**config.mk**
```make
export PLATFORM = sky130hd
export DESIGN_NAME = warp_issue_sched
export DESIGN_NICKNAME = d
export VERILOG_FILES = /design/src/rtl/sched_pkg.sv /design/src/rtl/warp_slot_fsm.sv /design/src/rtl/warp_pick.sv /design/src/rtl/warp_issue_sched.sv
export SDC_FILE = /design/constraint.sdc
export NUM_CORES = 1
export LEC_CHECK = 0
export ABC_AREA = 1
export CORE_MARGIN = 2
export CORE_UTILIZATION = 35
export DETAILED_ROUTE_END_ITERATION = 6
export DONT_BUFFER_PORTS = 1
export PLACE_DENSITY = 0.45
export SLEW_MARGIN = 20
export SYNTH_ARGS = -nofsm -noshare
export SYNTH_HDL_FRONTEND = slang
export SYNTH_SLANG_ARGS = --single-unit
```
**constraint.sdc**
```tcl
create_clock -name clk -period 82.1 [get_ports clk]
set_input_delay 12.315 -clock clk [delete_from_list [all_inputs] [get_ports clk]]
set_output_delay 12.315 -clock clk [all_outputs]
set_load 0.02 [all_outputs]
```
**src/rtl/sched_pkg.sv**
```systemverilog
package sched_pkg;
    typedef enum logic [1:0] {
        SLOT_EMPTY = 2'd0,
        SLOT_WAIT  = 2'd1,
        SLOT_READY = 2'd2
    } slot_state_e;
endpackage

```
**src/rtl/warp_slot_fsm.sv**
```systemverilog
module warp_slot_fsm
    import sched_pkg::*;
(
    input  logic clk,
    input  logic rst_n,
    input  logic resident,
    input  logic arm,
    input  logic issued,
    output logic eligible
);
    slot_state_e state_q, state_d;

    // next-state logic
    always_comb begin
        state_d = state_q;
        unique case (state_q)
            SLOT_EMPTY: begin
                if (resident) state_d = arm ? SLOT_READY : SLOT_WAIT;
            end
            SLOT_WAIT: begin
                if (!resident)  state_d = SLOT_EMPTY;
                else if (arm)   state_d = SLOT_READY;
            end
            SLOT_READY: begin
                if (!resident)   state_d = SLOT_EMPTY;
                else if (arm)    state_d = SLOT_READY;
                else if (issued) state_d = SLOT_WAIT;
            end
            default: state_d = SLOT_EMPTY;
        endcase
    end

    // state register
    always_ff @(posedge clk) begin
        if (!rst_n) state_q <= SLOT_EMPTY;
        else        state_q <= state_d;
    end

    // outputs
    always_comb begin
        eligible = (state_q == SLOT_READY) && resident;
    end

    AST_EVICT_EMPTIES: assert property (@(posedge clk) disable iff (!rst_n)
        !resident |=> !eligible);
    AST_ARM_NEXT: assert property (@(posedge clk) disable iff (!rst_n)
        (resident && arm) |=> (state_q == SLOT_READY));
    AST_CONSUME_CLEARS: assert property (@(posedge clk) disable iff (!rst_n)
        (resident && issued && !arm) |=> (state_q == SLOT_WAIT));
endmodule

```
**src/rtl/warp_pick.sv**
```systemverilog
module warp_pick #(
    parameter int NUM_WARPS = 24,
    parameter int PRIO_W    = 3,
    localparam int ID_W     = $clog2(NUM_WARPS)
) (
    input  logic [NUM_WARPS-1:0]        cand,
    input  logic [NUM_WARPS*PRIO_W-1:0] prio,
    output logic                        pick_vld,
    output logic [ID_W-1:0]             pick_id
);
    logic [PRIO_W-1:0] best_p;

    // ascending scan with strict compare: ties stay with the lower ID
    always_comb begin
        pick_vld = 1'b0;
        pick_id  = '0;
        best_p   = '0;
        for (int i = 0; i < NUM_WARPS; i++) begin
            if (cand[i] && (!pick_vld || prio[i*PRIO_W +: PRIO_W] > best_p)) begin
                pick_vld = 1'b1;
                pick_id  = ID_W'(i);
                best_p   = prio[i*PRIO_W +: PRIO_W];
            end
        end
    end
endmodule

```
**src/rtl/warp_issue_sched.sv**
```systemverilog
module warp_issue_sched #(
    parameter int NUM_WARPS = 24,
    parameter int PRIO_W    = 3,
    localparam int ID_W     = $clog2(NUM_WARPS)
) (
    input  logic                        clk,
    input  logic                        rst_n,
    input  logic [NUM_WARPS-1:0]        warp_resident,
    input  logic [NUM_WARPS-1:0]        ready_set,
    input  logic [NUM_WARPS*PRIO_W-1:0] warp_prio,
    output logic                        issue0_vld,
    output logic [ID_W-1:0]             issue0_id,
    output logic                        issue1_vld,
    output logic [ID_W-1:0]             issue1_id
);
    logic [NUM_WARPS-1:0] elig;
    logic [NUM_WARPS-1:0] elig_rest;
    logic [NUM_WARPS-1:0] issued;

    for (genvar g = 0; g < NUM_WARPS; g++) begin : g_slot
        assign issued[g] = (issue0_vld && issue0_id == ID_W'(g))
                        || (issue1_vld && issue1_id == ID_W'(g));
        assign elig_rest[g] = elig[g] && !(issue0_vld && issue0_id == ID_W'(g));

        warp_slot_fsm u_slot (
            .clk      (clk),
            .rst_n    (rst_n),
            .resident (warp_resident[g]),
            .arm      (ready_set[g]),
            .issued   (issued[g]),
            .eligible (elig[g])
        );
    end

    warp_pick #(.NUM_WARPS(NUM_WARPS), .PRIO_W(PRIO_W)) u_pick0 (
        .cand     (elig),
        .prio     (warp_prio),
        .pick_vld (issue0_vld),
        .pick_id  (issue0_id)
    );

    warp_pick #(.NUM_WARPS(NUM_WARPS), .PRIO_W(PRIO_W)) u_pick1 (
        .cand     (elig_rest),
        .prio     (warp_prio),
        .pick_vld (issue1_vld),
        .pick_id  (issue1_id)
    );

    AST_PORTS_DISTINCT: assert property (@(posedge clk) disable iff (!rst_n)
        issue1_vld |-> (issue0_vld && issue1_id != issue0_id));
    AST_ISSUE_RESIDENT: assert property (@(posedge clk) disable iff (!rst_n)
        issue0_vld |-> warp_resident[issue0_id]);
    AST_NO_REISSUE: assert property (@(posedge clk) disable iff (!rst_n)
        (issue0_vld && !ready_set[issue0_id]) |=> !(issue0_vld && issue0_id == $past(issue0_id)));

    always_ff @(posedge clk) begin
        if (rst_n && issue0_vld) begin
            for (int i = 0; i < NUM_WARPS; i++) begin
                AST_SLOT0_BEST: assert (!(elig[i] &&
                    warp_prio[i*PRIO_W +: PRIO_W] > warp_prio[issue0_id*PRIO_W +: PRIO_W]));
            end
        end
    end
endmodule

```
# --- After elaboration in Yosys (flattened, before gate mapping) ---
# Index checks and enable logic that the tools add are counted.
word_totals:
  ff_bits: 48
  latchBits: 0
  ramBits: 0
  mem_bits_ro: 0
  inputBits: 122
  output_inout_bits: 12
  wordCells: 900
  memories: 0
classes:
  add_sub_neg: 0
  mul: 0
  n_div: 0
  order_cmp: 46
  eq_ne: 166
  shift: 0
  n_mux: 332
  n_bitwise: 0
  n_reduce_logical: 332
ops:
  columns: ["op", "count"]
  rows:
  - ["$mux 2", 172]
  - ["$mux 3", 54]
  - ["$pmux 2 s3", 24]
  - ["$logic_and 1x1->1", 142]
  - ["$gt 3x3->1", 46]
  - ["$ne 4x3->1 const B", 24]
  - ["$eq 5x4->1 const B", 16]
  - ["$eq 5x5->1 const B", 16]
  - ["$mux 5", 16]
  - ["$ne 3x3->1 const B", 24]
  - ["$reduce_and 3->1", 24]
  - ["$logic_not 1->1", 70]
  - ["$logic_or 1x1->1", 70]
  - ["$mux 4", 16]
  - ["$mux 1", 50]
  - ["$eq 2x1->1 const B", 24]
  - ["$eq 2x2->1 const B", 24]
  - ["$logic_not 2->1", 24]
  - ["$ne 2x2->1 const B", 24]
  - ["$eq 5x3->1 const B", 8]
  - ["$eq 5x2->1 const B", 4]
  - ["$eq 5x1->1 const B", 2]
  - ["$logic_not 5->1", 2]

# --- Logic depth before layout (Yosys ltp) ---
# Gate-level depths: netlist of run 1.
depth:
  depth_word: 199
  ltp_mapped: 454
  mapped_depth_nobuf: 452

# --- Cells and area by module ---
# From an unflattened synthesis of run 1, not the netlist that was laid out.
hier_totals:
  hier_cells: 1843
  area_unflattened_um2: 10725.3
modules_own_cells:
  columns: ["module", "instances", "cells_per_inst", "area_each_um2", "seq_area_each_um2"]
  rows:
  - ["warp_slot_fsm", 24, 25, 158.9, 40.0]
  - ["warp_pick (u_pick1)", 1, 549, 3135.5, 0.0]
  - ["warp_pick (u_pick0)", 1, 544, 3108.0, 0.0]
  - ["warp_issue_sched", 1, 150, 668.1, 0.0]

# --- Least setup slack after synthesis of run 1 ---
# Ideal clock, no wire load.
synth_timing:
  path_kind: "input port to output port"
  startpoint: "in warp_resident[0]"
  endpoint: "out issue1_id[3]"
  arrival_time_ns: 58.540
  path_slack_ns: 11.245
  cell_stages: 427
  path_buffers: 2
  path_cell_list: "nand3_4 nor2_1 inv_1 ha_1 a21oi_1 nand2_1 nand2_1 nand2_2 nand2_2 nand2_1 and2_1 ha_1 a21oi_1 o21ai_1 nand2_1 nand2_1 nand2_2 inv_1 [... 391 more ...] ha_1 a21oi_1 o21ai_0 nand2_1 nand2_1 nand2_1 nand2_1 o21ai_1 ha_1 a21oi_1 o21ai_0 nand2_1 a21oi_1 a21oi_1 nand3_1 inv_1 nand3_4 inv_1"
synth_between:
  elab_chain_cells: 191
  elab_cells_between_ends: 413
synth_lines:
  columns: ["element", "line_no", "rtl"]
  rows:
  - ["from (decl)", "warp_issue_sched.sv:8", "input logic [NUM_WARPS-1:0] warp_resident,"]
  - ["$logic_and 1x1->1 (*)", "warp_slot_fsm.sv:41", "eligible = (state_q == SLOT_READY) && resident;"]
  - ["$mux 3 or $mux 1 (tied branches)", "warp_pick.sv:19", "if (cand[i] && (!pick_vld || prio[i*PRIO_W +: PRIO_W] > best_p)) begin"]
  - ["$gt 3x3->1 or $logic_not 1->1 (tied branches)", "warp_pick.sv:19", null]
  - ["$logic_or 1x1->1", "warp_pick.sv:19", null]
  - ["$logic_and 1x1->1", "warp_pick.sv:19", null]
  - ["$mux 3 or $mux 1 (tied branches)", "warp_pick.sv:19", null]
  - ["$gt 3x3->1 or $logic_not 1->1 (tied branches)", "warp_pick.sv:19", null]
  - ["$logic_or 1x1->1", "warp_pick.sv:19", null]
  - ["[... 175 more ...]", null, null]
  - ["$gt 3x3->1 or $logic_not 1->1 (tied branches)", "warp_pick.sv:19", null]
  - ["$logic_or 1x1->1", "warp_pick.sv:19", null]
  - ["$logic_and 1x1->1", "warp_pick.sv:19", null]
  - ["$mux 3 or $mux 1 (tied branches)", "warp_pick.sv:19", null]
  - ["$gt 3x3->1 or $logic_not 1->1 (tied branches)", "warp_pick.sv:19", null]
  - ["$logic_or 1x1->1", "warp_pick.sv:19", null]
  - ["$logic_and 1x1->1", "warp_pick.sv:19", null]
  - ["$mux 5 (*)", "warp_pick.sv:19", null]
  - ["to (decl)", "warp_issue_sched.sv:14", "output logic [ID_W-1:0] issue1_id"]
# Mark *: on every way between the ends. The rest lies on a longest branch, timed or not.

# --- Worst setup path after layout of run 1 ---
# Same ends and word-level chain as after synthesis.

==> flow_summary.ini, run 1 <==
[global_routing]
global_route.overflow_total = 0
grt_pass1_vias = 9282
grt_max_degree = 24
grt_usage_pct = 21.0
grt_pass1_wl_um = 47600
antenna_found_initial = 0

[critical_path]
cp-end-kind = output port
cp_slowest_stage_delay_ns = 0.33
required_ns = 69.78
start_kind = input pin
slowest_stage = ha_1
crit_fanout = 12
worstPathArrival_ns = 62.99
cp_common_cell = nand2_1
critPathKind = input pin to output port

[floorplanning]
core_area_um2 = 26200
ios = 134
num_rows = 59
start_util_pct = 35.9
die_h_um = 168
die_w_um = 168
die-area_um2 = 28200

[place]
dp_hpwl_um = 25800
placedInstanceArea_um2 = 9780
dp.cells = 1967
place_congestion = 0.848
io_buffers = 0
place_ws_ns = 1.76

[timing]
hold_slack_ns = 0.517
setup_ws_ns = 6.79
fin_skew_ns = 0.0120
period_minus_slack_ns = 75.31
drv_slew = 0
max_freq_mhz = 13.3
hold_viol_final = 0
finalCritPeriodShare_pct = 91.7
worst_pin_slew_ns = 0.544
setup-violations-final = 0
maxSlewHeadroom_pct = 63.6

[route]
via_count = 10005
post_drt_wl_per_cell_um = 15.0
drt_pass1_iterations = 5
vias_per_cell = 5.05
drtIter0Drc = 507
ant_nets = 0
drc_errors = 0
drt-total-wl_um = 29700

[power]
p_leak_nw = 5.56
netSwitchingPower_w = 0.0000920
swShare_pct = 52.2
p_comb_share_pct = 69.3
seqPwrFrac_pct = 15.4
internal_power_w = 0.0000842
clockPowerShare_pct = 15.3
irDropWorstVdd_uv = 7.67
power_w = 0.000176
power.density_nw_per_um2 = 17.5

[status]
status = complete, no violations

[synthesis]
synth_top_area_share_pct = 15.2
synthTopCellsByCount = nand2_1, inv_1, o21ai_0
synthCells = 1638
yosysWarnings = 0
ys_seq_area_share_pct = 10.2
async_flop_share_pct = 0
yosysMostFrequentCell = nand2_1
syn_nets = 1866
synth.distinct_cells = 45
netlist_area_um2 = 9400
yosys.area.top_type = nand2_1
synth_area_leaders = nand2_1, ha_1, inv_1
synth_edf_count = 0
synth-seq-cells = 48
ys.flop_type = dfxtp_1
avgSynthCellArea_um2 = 5.74

[final_layout]
largest_reg_flops = 48
area_growth_pct = 7.37
stdcell_area_um2 = 10100
largest_registers = g_slot.u_slot.state_q (48)
largest_register = g_slot.u_slot.state_q
final_cells = 1980
diodes = 0
nets = 1872
drive_gt1_share_pct = 13.7

[clock_tree]
cts.sink_count = 48
clk_path_buf_depth = 2
cts_buffers = 5
tritoncts = built
clock-root-buffer = clkbuf_16
clk_pin_slew_ns = 0.07
cts_hold_buf = 0
htree_levels = 2
clk_latency_ns = 0.31

[worst_hold_path]
hp-class = flop to flop

[job]
cap_violations = 0
[power groups by stage]
stage | registers [W] | clock network (W) | logic (W)
after CTS | 0.0000271 | 0.0000276 | 0.000118
after global placement | 0.0000276 | 0 | 0.000117
after floorplan | 0.0000272 | 0 | 0.0000934
after detailed placement | 0.0000276 | 0 | 0.000118
after global routing | 0.0000274 | 0.0000285 | 0.000141
final | 0.0000271 | 0.0000270 | 0.000122
[metal layers]
layer  global-route usage (%)  up-vias  share of wire [%]
li1                         -     5427                  -
met1                     27.8     4377                 47
met2                     36.2      181                 46
met3                     3.43       20                5.9
met4                     3.89        0                1.2
met5                        0        -                  0
[critical path: cells and delay by family]
kind	cells	cell delay [ns]
buffers and inverters	48	2.83
adders and majority gates	46	13.72
AOI/OAI and AO/OA	116	15.68
and+or+nand+nor	211	18.39
[cells in the final DEF (no fill, tap or decap), types with 4 or more instances in the layout]
| master | instances |
|---|---|
| inv_1 | 259 |
| nand3_1 | 122 |
| a21oi_1 | 73 |
| nor2_4 | 4 |
| nand3_2 | 40 |
| dfxtp_1 | 48 |
| a31oi_1 | 8 |
| ha_1 | 106 |
| o21ai_2 | 13 |
| o21a_1 | 8 |
| nand2_4 | 9 |
| o21ai_0 | 124 |
| nand2_1 | 377 |
| nor2_2 | 10 |
| nor3_1 | 11 |
| inv_2 | 12 |
| nand4_1 | 5 |
| buf_4 | 6 |
| nor2_1 | 143 |
| o21ai_1 | 63 |
| o211ai_1 | 22 |
| o31ai_1 | 21 |
| nand2_2 | 111 |
| o21bai_1 | 10 |
| clkbuf_16 | 5 |
[cell families (layout without fill, tap and decap cells)]
family                     Yosys count  after routing  share of synthesized area (%)
buffers and inverters              283            290                           11.5
AOI/OAI and AO/OA                  361            361                           21.7
DFF                                 48             48                           10.2
adders and majority gates          106            106                           14.1
and+or+nand+nor                    840            840                           42.4
[path summary, 6_finish.rpt]
path / from / endpoint / slack (ns) / depth (start not counted)
setup reg to reg: g_slot[0].u_slot.state_q[1] / g_slot[2].u_slot.state_q[0] / 30.33 / 426
hold / removal: g_slot[18].u_slot.state_q[0] / g_slot[18].u_slot.state_q[0] / 0.52 / 2
hold reg to reg: g_slot[18].u_slot.state_q[0] / g_slot[18].u_slot.state_q[0] / 0.52 / 2
setup / recovery: warp_resident[0] / issue1_id[3] / 6.79 / 421
[what timing repair did]
item                       CTS  global route
setup endpoints to repair    0             5
gates resized for setup      0            90
setup buffers                0             5
hold endpoints to repair     0             0
[metrics by stage]
| step | util, % | TNS (ns) |
|---|---|---|
| after floorplan | - | 0 |
| after global placement | 37.3 | 0 |
| after detailed placement | 37.3 | 0 |
| after CTS | 38.0 | 0 |
| after global routing | 38.5 | -0.00302 |
| final | 38.5 | 0 |
[final cells by class]
type | count | area, um2
clock buffers | 7 | 153
clock inverters | 1 | 30.0
fillers | 2991 | 16100
inverters | 276 | 1040
multi-input cells | 1307 | 7440
flip-flops and latches | 48 | 961
well taps | 335 | 419
repair buffers | 6 | 45.0
(Power assumes the default switching activity.)
==> run 2: changes to the inputs <==
CTS_CLUSTER_DIAMETER = 100   (was default)
==> results of run 2 <==
The final DEF is identical to that of run 1; final timing and power are the same.
